`config.mk`:
```
export PLATFORM = sky130hd
export DESIGN_NAME = link_frame_tx
export DESIGN_NICKNAME = d
export VERILOG_FILES = /design/src/rtl/lft_pkg.sv /design/src/rtl/lft_capture.sv /design/src/rtl/lft_frame_fsm.sv /design/src/rtl/lft_packer.sv /design/src/rtl/link_frame_tx.sv
export SDC_FILE = /design/constraint.sdc
export NUM_CORES = 1
export LEC_CHECK = 0
export BUFFER_PORTS_ARGS = -buffer_cell sky130_fd_sc_hd__clkbuf_2
export CORE_UTILIZATION = 35
export CTS_BUF_LIST = sky130_fd_sc_hd__clkbuf_16
export CTS_CLUSTER_DIAMETER = 50
export DETAILED_ROUTE_END_ITERATION = 7
export PLACE_DENSITY_LB_ADDON = 0.2
export SKIP_CTS_REPAIR_TIMING = 1
export SLEW_MARGIN = 20
export SYNTH_ARGS = -nofsm -noshare
export SYNTH_HDL_FRONTEND = slang
export SYNTH_SLANG_ARGS = --single-unit
```
`constraint.sdc`:
```
create_clock -name clk -period 2.7 [get_ports clk]
set_clock_uncertainty 0.2 [all_clocks]
set_input_delay 0.135 -clock clk [delete_from_list [all_inputs] [get_ports clk]]
set_output_delay 0.135 -clock clk [all_outputs]
set_load 0.01 [all_outputs]
```
`src/rtl/lft_pkg.sv`:
```
package lft_pkg;
    localparam int unsigned WORD_W  = 48;
    localparam int unsigned PAY_W   = 32;
    localparam int unsigned SOF_BIT = 32;
    localparam int unsigned LEN_BIT = 33;
    localparam int unsigned ID_BIT  = 34;
    localparam int unsigned PAR_BIT = 35;
    localparam int unsigned USED_W  = PAR_BIT + 1;

    typedef enum logic [1:0] {
        ST_DATA   = 2'd0,
        ST_BXID   = 2'd1,
        ST_TURNID = 2'd2
    } tx_state_e;

    typedef enum logic [1:0] {
        SEL_PAY  = 2'd0,
        SEL_BX   = 2'd1,
        SEL_TURN = 2'd2
    } pay_sel_e;
endpackage

```
`src/rtl/lft_capture.sv`:
```
module lft_capture #(
    parameter int unsigned BX_W   = 12,
    parameter int unsigned TURN_W = 16
) (
    input  logic              clk,
    input  logic              rst_n,
    input  logic              accept,
    input  logic [BX_W-1:0]   bx_in,
    input  logic [TURN_W-1:0] turn_in,
    input  logic              take,
    output logic              avail,
    output logic [BX_W-1:0]   srv_bx,
    output logic [TURN_W-1:0] srv_turn
);
    logic              pend_q;
    logic [BX_W-1:0]   bx_q;
    logic [TURN_W-1:0] turn_q;

    // an accept in the rollover cycle counts as available for the next frame
    assign avail = pend_q | accept;

    always_ff @(posedge clk or negedge rst_n) begin
        if (!rst_n) begin
            pend_q   <= 1'b0;
            bx_q     <= '0;
            turn_q   <= '0;
            srv_bx   <= '0;
            srv_turn <= '0;
        end else if (take) begin
            srv_bx   <= pend_q ? bx_q   : bx_in;
            srv_turn <= pend_q ? turn_q : turn_in;
            pend_q   <= pend_q & accept;
            if (pend_q && accept) begin
                bx_q   <= bx_in;
                turn_q <= turn_in;
            end
        end else if (accept && !pend_q) begin
            pend_q <= 1'b1;
            bx_q   <= bx_in;
            turn_q <= turn_in;
        end
    end


    pend_hold_chk: assert property (@(posedge clk) disable iff (!rst_n)
        (pend_q && !take) |=> (pend_q && $stable(bx_q) && $stable(turn_q)));
endmodule

```
`src/rtl/lft_frame_fsm.sv`:
```
module lft_frame_fsm
    import lft_pkg::*;
#(
    parameter int unsigned SHORT_LEN = 8,
    parameter int unsigned LONG_LEN  = 10
) (
    input  logic     clk,
    input  logic     rst_n,
    input  logic     avail,
    output logic     take,
    output logic     sof,
    output logic     long_frame,
    output logic     id_flag,
    output logic     slot_ready,
    output pay_sel_e sel
);
    localparam int unsigned SLOT_W = $clog2(LONG_LEN);
    localparam logic [SLOT_W-1:0] SHORT_LAST = SLOT_W'(SHORT_LEN - 1);
    localparam logic [SLOT_W-1:0] LONG_LAST  = SLOT_W'(LONG_LEN - 1);

    tx_state_e         state_q, state_d;
    logic [SLOT_W-1:0] slot_q;
    logic              long_q;
    logic              last;

    assign last = (slot_q == (long_q ? LONG_LAST : SHORT_LAST));
    assign take = last;

    always_comb begin
        state_d = state_q;
        unique case (state_q)
            ST_DATA:   state_d = (last && avail) ? ST_BXID : ST_DATA;
            ST_BXID:   state_d = ST_TURNID;
            ST_TURNID: state_d = ST_DATA;
            default:   state_d = ST_DATA;
        endcase
    end

    always_ff @(posedge clk or negedge rst_n) begin
        if (!rst_n) begin
            state_q <= ST_DATA;
            slot_q  <= '0;
            long_q  <= 1'b0;
        end else begin
            state_q <= state_d;
            slot_q  <= last ? '0 : slot_q + 1'b1;
            if (last) long_q <= avail;
        end
    end

    always_comb begin
        sof        = (slot_q == '0);
        long_frame = long_q;
        id_flag    = 1'b0;
        slot_ready = 1'b0;
        sel        = SEL_PAY;
        unique case (state_q)
            ST_BXID: begin
                id_flag = 1'b1;
                sel     = SEL_BX;
            end
            ST_TURNID: begin
                id_flag = 1'b1;
                sel     = SEL_TURN;
            end
            default: begin
                slot_ready = 1'b1;
                sel        = SEL_PAY;
            end
        endcase
    end


    bx_then_turn_chk: assert property (@(posedge clk) disable iff (!rst_n)
        (state_q == ST_BXID) |=> (state_q == ST_TURNID && slot_q == SLOT_W'(1)));


    bxid_at_start_chk: assert property (@(posedge clk) disable iff (!rst_n)
        (state_q == ST_BXID) |-> (slot_q == '0 && long_q));
endmodule

```
`src/rtl/lft_packer.sv`:
```
module lft_packer
    import lft_pkg::*;
#(
    parameter int unsigned BX_W   = 12,
    parameter int unsigned TURN_W = 16
) (
    input  pay_sel_e          sel,
    input  logic              sof,
    input  logic              long_frame,
    input  logic              id_flag,
    input  logic              pay_valid,
    input  logic [PAY_W-1:0]  pay_data,
    input  logic [BX_W-1:0]   srv_bx,
    input  logic [TURN_W-1:0] srv_turn,
    output logic [WORD_W-1:0] word
);
    logic [PAY_W-1:0]  payload;
    logic [PAR_BIT-1:0] body;

    always_comb begin
        payload = '0;
        unique case (sel)
            SEL_BX:   payload[BX_W-1:0]   = srv_bx;
            SEL_TURN: payload[TURN_W-1:0] = srv_turn;
            default:  payload = pay_valid ? pay_data : '0;
        endcase
    end

    always_comb begin
        body                  = '0;
        body[PAY_W-1:0]       = payload;
        body[SOF_BIT]         = sof;
        body[LEN_BIT]         = long_frame;
        body[ID_BIT]          = id_flag;
        word                  = '0;
        word[PAR_BIT-1:0]     = body;
        word[PAR_BIT]         = ^body;
    end
endmodule

```
`src/rtl/link_frame_tx.sv`:
```
module link_frame_tx
    import lft_pkg::*;
#(
    parameter int unsigned BX_W      = 12,
    parameter int unsigned TURN_W    = 16,
    parameter int unsigned SHORT_LEN = 8,
    parameter int unsigned LONG_LEN  = 10
) (
    input  logic              clk,
    input  logic              rst_n,
    input  logic              pay_valid,
    input  logic [31:0]       pay_data,
    output logic              pay_ready,
    input  logic              trig_accept,
    input  logic [BX_W-1:0]   bx_in,
    input  logic [TURN_W-1:0] turn_in,
    output logic [47:0]       link_word
);
    logic              avail, take, sof, long_frame, id_flag;
    pay_sel_e          sel;
    logic [BX_W-1:0]   srv_bx;
    logic [TURN_W-1:0] srv_turn;
    logic              seen_q;

    lft_capture #(.BX_W(BX_W), .TURN_W(TURN_W)) u_cap (
        .clk      (clk),
        .rst_n    (rst_n),
        .accept   (trig_accept),
        .bx_in    (bx_in),
        .turn_in  (turn_in),
        .take     (take),
        .avail    (avail),
        .srv_bx   (srv_bx),
        .srv_turn (srv_turn)
    );

    lft_frame_fsm #(.SHORT_LEN(SHORT_LEN), .LONG_LEN(LONG_LEN)) u_fsm (
        .clk        (clk),
        .rst_n      (rst_n),
        .avail      (avail),
        .take       (take),
        .sof        (sof),
        .long_frame (long_frame),
        .id_flag    (id_flag),
        .slot_ready (pay_ready),
        .sel        (sel)
    );

    lft_packer #(.BX_W(BX_W), .TURN_W(TURN_W)) u_pack (
        .sel        (sel),
        .sof        (sof),
        .long_frame (long_frame),
        .id_flag    (id_flag),
        .pay_valid  (pay_valid),
        .pay_data   (pay_data),
        .srv_bx     (srv_bx),
        .srv_turn   (srv_turn),
        .word       (link_word)
    );

    always_ff @(posedge clk or negedge rst_n) begin
        if (!rst_n) seen_q <= 1'b0;
        else        seen_q <= 1'b1;
    end


    len_stable_chk: assert property (@(posedge clk) disable iff (!rst_n)
        (seen_q && !link_word[SOF_BIT]) |-> (link_word[LEN_BIT] == $past(link_word[LEN_BIT])));


    flag_long_chk: assert property (@(posedge clk) disable iff (!rst_n)
        link_word[ID_BIT] |-> link_word[LEN_BIT]);


    ready_flag_chk: assert property (@(posedge clk) disable iff (!rst_n)
        pay_ready |-> !link_word[ID_BIT]);


    parity_chk: assert property (@(posedge clk) disable iff (!rst_n)
        ($countones(link_word[PAR_BIT:0]) % 2) == 0);
endmodule

```
==> metrics.cfg, run 1 <==
[outcome]
status = finished, violations left
violations = negative setup slack

[route]
wl_per_cell_um = 13.9
first_pass_iters = 4
route.detailed.drc = 0
vias = 3233
viasPerCell = 4.80
drtIter0Drc = 140
antenna_left = 0
finalWirelength_um = 9400

[power]
p_per_area_mw_per_mm2 = 1010
p_leak_uw = 0.00272
vdd_drop_max_mv = 0.478

[yosys]
synth_top_cell_by_area = dfrtp_1
ys_ff_latch = 64
synthArstFlopShare_pct = 100
netlist_area_mm2 = 0.00387
ys_types = 46
ys_warn_count = 0
synthTopCellsByArea = dfrtp_1 (41%), mux2_2 (8.4%), mux2i_1 (7.2%)
synth_cells = 377
synth_top_area_share_pct = 41.3
synthTopCellsByCount = dfrtp_1 (64), nand2_1 (43), o21ai_0 (37)
syn_avg_cell_area_um2 = 10.3
synth-edff-count = 0
yosysMostFrequentCell = dfrtp_1
yosysSeqAreaShare_pct = 41.3
yosys_most_used_dff = dfrtp_1

[grt]
first_global_vias = 2936
grt_pass1_wl_um = 14600
grt.total_usage_pct = 16.7
gr-total-overflow = 0
grt_antenna_before_repair = 0
grt_max_degree = 63

[floorplan]
row_count = 38
fp.dieW_um = 107
coreArea_mm2 = 0.0108
start_util_pct = 35.9
dieArea_mm2 = 0.0115
io_pins = 113
die_h_um = 107

[clock_network]
cts_root_buf = clkbuf_16
cts_tree = built
cts_buffers = 9
clk_path_buf_depth = 2
numClockSinks = 64
cts.clk_slew.worst_paths_ps = 50
clk_latency_ps = 330
cts.htree.levels = 3

[sta]
maxSlewViolCount = 0
timing.fmax_ghz = 0.335
period_minus_slack_ps = 2980
tightest_slew_ps = 812
min_period_over_period_pct = 110
max-slew-margin-rel_pct = 45.9
rsz0062_at_grt = true
setup_viol = 1
finalSetupTns_ps = -282
finalWorstSetupSlack_ps = -282
hold_violations = 0

[worst_setup_path]
arrival_ps = 2650
reg2reg_slack_ps = 390
worstPathMaxFanout = 5
start_kind = flop
r2r_cells = 6
crit_type = flop to primary output
r2r_start = u_fsm.long_frame$_DFFE_PN0N_
timing.rr.end = u_cap.turn_q[12]$_DFFE_PN0P_
required_ps = 2370
cp-end-kind = primary output

[final_layout]
stdcell_count = 674
drive_gt1_share_pct = 37.8
area_delta_synth_final_pct = 40.4
diodes = 0
num-nets-final = 599

[placement]
portBuffers = 100
dpl.cell_count = 615
place_ws_ps = -166
gp_congestion = 0.780
place_hpwl_um = 7130

[hold_path]
hold_path_class = primary input to async pin

[job]
maxCapViolCount = 0

[layout by cell type (no fill, tap or decap), drive strengths merged, types with 4 or more instances in the layout]
master | netlist | layout
clkbuf | 13 | 109
dfrtp | 64 | 64
nand2 | 44 | 44
o21ai | 40 | 40
buf | 25 | 38
dlygate4sd3 | 0 | 30
mux2 | 29 | 29
mux2i | 28 | 28
xnor2 | 23 | 23
and2 | 19 | 19
a21oi | 12 | 12
conb | 1 | 12
a22oi | 11 | 11
a22o | 10 | 10
xor2 | 9 | 9
inv | 7 | 9
nor2b | 7 | 7
ha | 6 | 6
a32o | 4 | 4
clkinv | 0 | 4
[state kept, by name (all words and copies together) (netlist names)]
register          flops
u_cap.turn_q         16
u_cap.srv_bx         12
u_cap.pend_q          1
u_cap.srv_turn       16
u_fsm.long_frame      1
u_cap.bx_q           12
u_fsm.state_q         2
u_fsm.slot_q          4
[routing by layer]
layer  part of all wire [%]  global-route usage (%)  vias up  wire length (µm)
li1                       -                       -     1598                 -
met2                     47                    27.4      105              4450
met3                    5.0                    3.28       12               470
met4                    1.4                    6.16        0               133
met5                      0                       0        -                 0
met1                     46                    21.6     1518              4340
[cell type report]
cell class / count / area, µm²
timing repair buffer: 168 / 1170
fill: 999 / 5350
multi-input combinational: 279 / 2180
tap: 140 / 175
inverter: 7 / 26.3
clock buffer: 9 / 225
sequential: 64 / 1600
clock inverter: 7 / 55.1
[through the flow]
stage          util, %  area, µm²  hold WS (ps)  total power [µW]
2_1_floorplan        -       3920          -361              3410
3_3_place_gp      42.5       4590          65.8              4060
3_5_place_dp      42.5       4590          73.5              4120
4_1_cts           45.1       4870          -281              5230
5_1_grt           50.4       5440           307              5890
6_report          50.4       5440           230              5470
[power by group]
group | switching [µW] | leakage [µW] | internal, µW
clock network | 383 | 0.000147 | 696
logic | 1160 | 0.00181 | 1380
registers | 417 | 0.000763 | 1440
[kinds of logic (layout without fill, tap and decap cells)]
logic type | Yosys count | after routing | share of synthesized area, %
compound gates | 84 | 84 | 13.9
xor+xnor | 34 | 34 | 8.78
fa+ha+maj | 7 | 7 | 2.20
buf+inv | 45 | 191 | 6.43
flops | 64 | 64 | 41.3
mux | 57 | 57 | 15.7
other cells | 1 | 12 | 0.0968
simple gates | 85 | 85 | 11.6
[worst max-delay path by stage]
stage | startpoint | end | depth (start not counted)
after floorplan | u_fsm.state_q[0]$_DFF_PN0_ | link_word[35] | 10
after global placement | u_fsm.state_q[0]$_DFF_PN0_ | link_word[35] | 11
after detailed placement | u_fsm.state_q[0]$_DFF_PN0_ | link_word[35] | 11
after CTS | u_fsm.state_q[0]$_DFF_PN0_ | link_word[35] | 11
after global routing | u_fsm.state_q[1]$_DFF_PN0_ | link_word[35] | 11
final | u_fsm.state_q[1]$_DFF_PN0_ | link_word[35] | 11
[critical path, stage by stage, from the launching register on]
cell and delay, ps:
dfrtp_1 390, buf_6 130, ha_4 170, buf_8 130
a22o_4 240, o2bb2ai_4 160, xnor2_2 130, xnor2_1 100
xnor2_1 240, xnor2_2 150, xnor3_1 320, buf_2 150
Power figures use the tool's default switching activity.
==> inputs of run 2 (changes only) <==
--- a/config.mk
+++ b/config.mk
@@ -15,4 +15,5 @@
 export SLEW_MARGIN = 20
 export SYNTH_ARGS = -nofsm -noshare
 export SYNTH_HDL_FRONTEND = slang
+export SYNTH_HIERARCHICAL = 1
 export SYNTH_SLANG_ARGS = --single-unit
==> run 2 against run 1 <==
Against the previous run:
- the flow still finishes with violations (negative setup slack)
- synthesized area shrank 1.1%
- sequential power shrank 4%
- non-clock buffer count grew 1
- setup slack lost 360 ps
- synthesized cell count shrank 5.6%
- clock power is essentially flat
- global-route usage grew 1.0 points
- worst hold slack lost 71 ps
- fmax shrank 11%
- die area shrank 1.1%
- critical path type unchanged
- largest cell class unchanged
- largest power group unchanged
==> metrics.cfg, run 2 <==
[power]
p_per_area_mw_per_mm2 = 970  ; -3.6%
pwr-share-comb_pct = 44.1  ; -2.3 points
total_power_uw = 5120  ; -6.5%
seq_power_share_pct = 34.5  ; +0.6 points
clkPwrFrac_pct = 21.4  ; +1.7 points
p_leak_uw = 0.00275  ; +1.4%
sw_frac_of_total_pct = 34.2  ; -1.6 points
p_int_uw = 3370  ; -4.1%
p_sw_uw = 1750  ; -11%
vdd_drop_max_mv = 0.512  ; +7.1%

[placement]
gp_congestion = 0.748  ; -4.1%
portBuffers = 100  ; unchanged
place_hpwl_um = 7250  ; +1.6%

[yosys]
synthTopCellsByArea = dfrtp_1 (42%), mux2_4 (7.8%), mux2i_1 (7.3%)
synth-edff-count = 0  ; unchanged
syn_avg_cell_area_um2 = 10.8  ; +4.7%
synth_top_area_share_pct = 41.8  ; +0.47 points
ys_ff_latch = 64  ; unchanged
yosys_most_used_dff = dfrtp_1
yosysSeqAreaShare_pct = 41.8  ; +0.47 points
netlist_area_mm2 = 0.00383  ; -1.1%
synth_cells = 356  ; -5.6%
synthArstFlopShare_pct = 100  ; unchanged
synthTopCellsByCount = dfrtp_1 (64), nor2_1 (32), xnor2_1 (31)
synth_top_cell_by_area = dfrtp_1
ys_warn_count = 6  ; +6
ys_types = 47  ; +2.2%
yosysMostFrequentCell = dfrtp_1

[worst_setup_path]
critPathBufInv = 5  ; +2
r2r_start = u_fsm/slot_q[2]$_DFF_PN0_
required_ps = 2370  ; about the same
arrival_ps = 3000  ; +350 ps
slowest_stage = dfrtp_1
reg2reg_slack_ps = 480  ; +90 ps
cp-end-kind = primary output
path_cells = inv_1 > ha_2 > inv_2 > ha_4 > buf_12 > buf_12 > and3_1 > a221o_1 > xnor2_2 > xnor2_1 > xnor2_1 > xnor3_1 > xnor2_2 > buf_2
timing.rr.end = u_cap/turn_q[2]$_DFFE_PN0P_
slowest_delay_ps = 380  ; about the same
r2r_cells = 6  ; unchanged
worstPathMaxFanout = 27  ; +22
crit_type = flop to primary output
critPathTopFamily = XOR/XNOR gates
start_kind = flop

[sta]
tightest_slew_ps = 519  ; -293 ps
rsz0062_at_grt = true
maxSlewViolCount = 0  ; unchanged
hold_violations = 0  ; unchanged
period_minus_slack_ps = 3340  ; +356 ps
timing.fmax_ghz = 0.300  ; -11%
finalWorstSetupSlack_ps = -638  ; -356 ps
min_period_over_period_pct = 124  ; +13 points
max-slew-margin-rel_pct = 65.4  ; +20 points
setup_viol = 1  ; unchanged

[final_layout]
num-nets-final = 580  ; -3.2%
drive_gt1_share_pct = 39.3  ; +1.5 points
top_regs = u_cap/srv_turn x16, u_cap/turn_q x16
diodes = 0  ; unchanged
mostFrequentLayoutCells = clkbuf_2 (99), dfrtp_1 (63), buf_4 (37)
utilization_pct = 50.4  ; about the same
final_common_cell = clkbuf_2
area_delta_synth_final_pct = 37.7

[grt]
gr-total-overflow = 0  ; unchanged
grt_antenna_before_repair = 0  ; unchanged
grt_pass1_wl_um = 15300  ; +4.9%
first_global_vias = 3004  ; +2.3%
grt.total_usage_pct = 17.7  ; +1.0 points
grt_max_degree = 38  ; -40%

[route]
drtIter0Drc = 157  ; +12%
viasPerCell = 4.81  ; +0.36%
wl_per_cell_um = 14.9  ; +7.1%
antenna_left = 0  ; unchanged
finalWirelength_um = 9710  ; +3.3%
vias = 3129  ; -3.2%
route.detailed.drc = 0  ; unchanged
first_pass_iters = 5  ; +1

[clock_network]
cts_tree = built
clk_latency_ps = 330  ; about the same
cts.clk_slew.worst_paths_ps = 50  ; about the same
cts_root_buf = clkbuf_16
numClockSinks = 64  ; unchanged
cts_buffers = 9  ; unchanged
cts.htree.levels = 3  ; unchanged
clk_path_buf_depth = 2  ; unchanged

[floorplan]
die_h_um = 107  ; -0.55%
fp.dieW_um = 107  ; -0.55%
io_pins = 113  ; unchanged
row_count = 37  ; -2.6%
coreArea_mm2 = 0.0105  ; -3.1%
start_util_pct = 36.6  ; +0.71 points
dieArea_mm2 = 0.0114  ; -1.1%

[outcome]
status = finished, violations left
violations = negative setup slack

[job]
maxCapViolCount = 0  ; unchanged

[hold_path]
hold_path_class = primary input to async pin

==> run 2: cell families after synthesis <==
kind of cell               count (synthesis)  synth area share (%)
muxes                                     56                  17.5
buffers and inverters                     48                  7.28
DFF                                       64                  41.8
xor gates and xnor gates                  36                  9.18
adders and majority gates                  8                  2.55
AOI/OAI and AO/OA                         64                  10.7
and+or+nand+nor                           79                  10.8
other                                      1                0.0979
==> run 2: layer usage <==
layer,part of all wire (%),GRT usage [%]
met1,46,23.2
met2,47,28.5
met3,6.3,4.19
met4,1.2,5.87
met5,0,0
==> run 2: final cells by class <==
cell class	instances	area (µm²)
fillers	995	5190
multi-input cells	255	2060
flip-flops and latches	64	1600
repair buffers	169	1120
clock buffers	9	225
well taps	136	170
clock inverters	7	55.1
inverters	10	37.5
==> run 2: worst reg2reg max path: stages, from the launching register on <==
cell,delay [ps]
dfrtp_1,390
buf_4,170
nand4bb_1,240
a21oi_4,200
xnor2_2,100
nand2_4,400
mux2_2,420
==> run 2: power by group through the flow <==
| stage | combinational (µW) | sequential [µW] | clock [µW] |
|---|---|---|---|
| 3_3_place_gp | 2190 | 1750 | 0 |
| 6_report | 2260 | 1770 | 1090 |
| 3_5_place_dp | 2230 | 1770 | 0 |
| 5_1_grt | 2480 | 1820 | 1160 |
| 2_1_floorplan | 1740 | 1650 | 0 |
| 4_1_cts | 2240 | 1760 | 1120 |
==> run 2: worst max-delay path by stage <==
stage	from	endpoint	cells past startpoint
after floorplan	u_fsm/state_q[1]$_DFF_PN0_	link_word[35]	14
final	u_fsm/state_q[1]$_DFF_PN0_	link_word[35]	14
after global placement	u_fsm/state_q[0]$_DFF_PN0_	link_word[35]	12
after detailed placement	u_fsm/state_q[1]$_DFF_PN0_	link_word[35]	13
after CTS	u_fsm/state_q[0]$_DFF_PN0_	link_word[35]	12
after global routing	u_fsm/state_q[1]$_DFF_PN0_	link_word[35]	14
==> run 2: stage by stage <==
stage / area, µm² / hold WS (ps) / instances / worst slack, ps / TNS [ps]
after floorplan: 3960 / -361 / 367 / -196 / -196
after global placement: 4670 / -19.6 / 602 / -315 / -315
after detailed placement: 4670 / -18.5 / 602 / -365 / -365
after CTS: 4950 / -370 / 618 / -739 / -755
after global routing: 5270 / 208 / 650 / -842 / -842
final: 5270 / 158 / 650 / -638 / -638
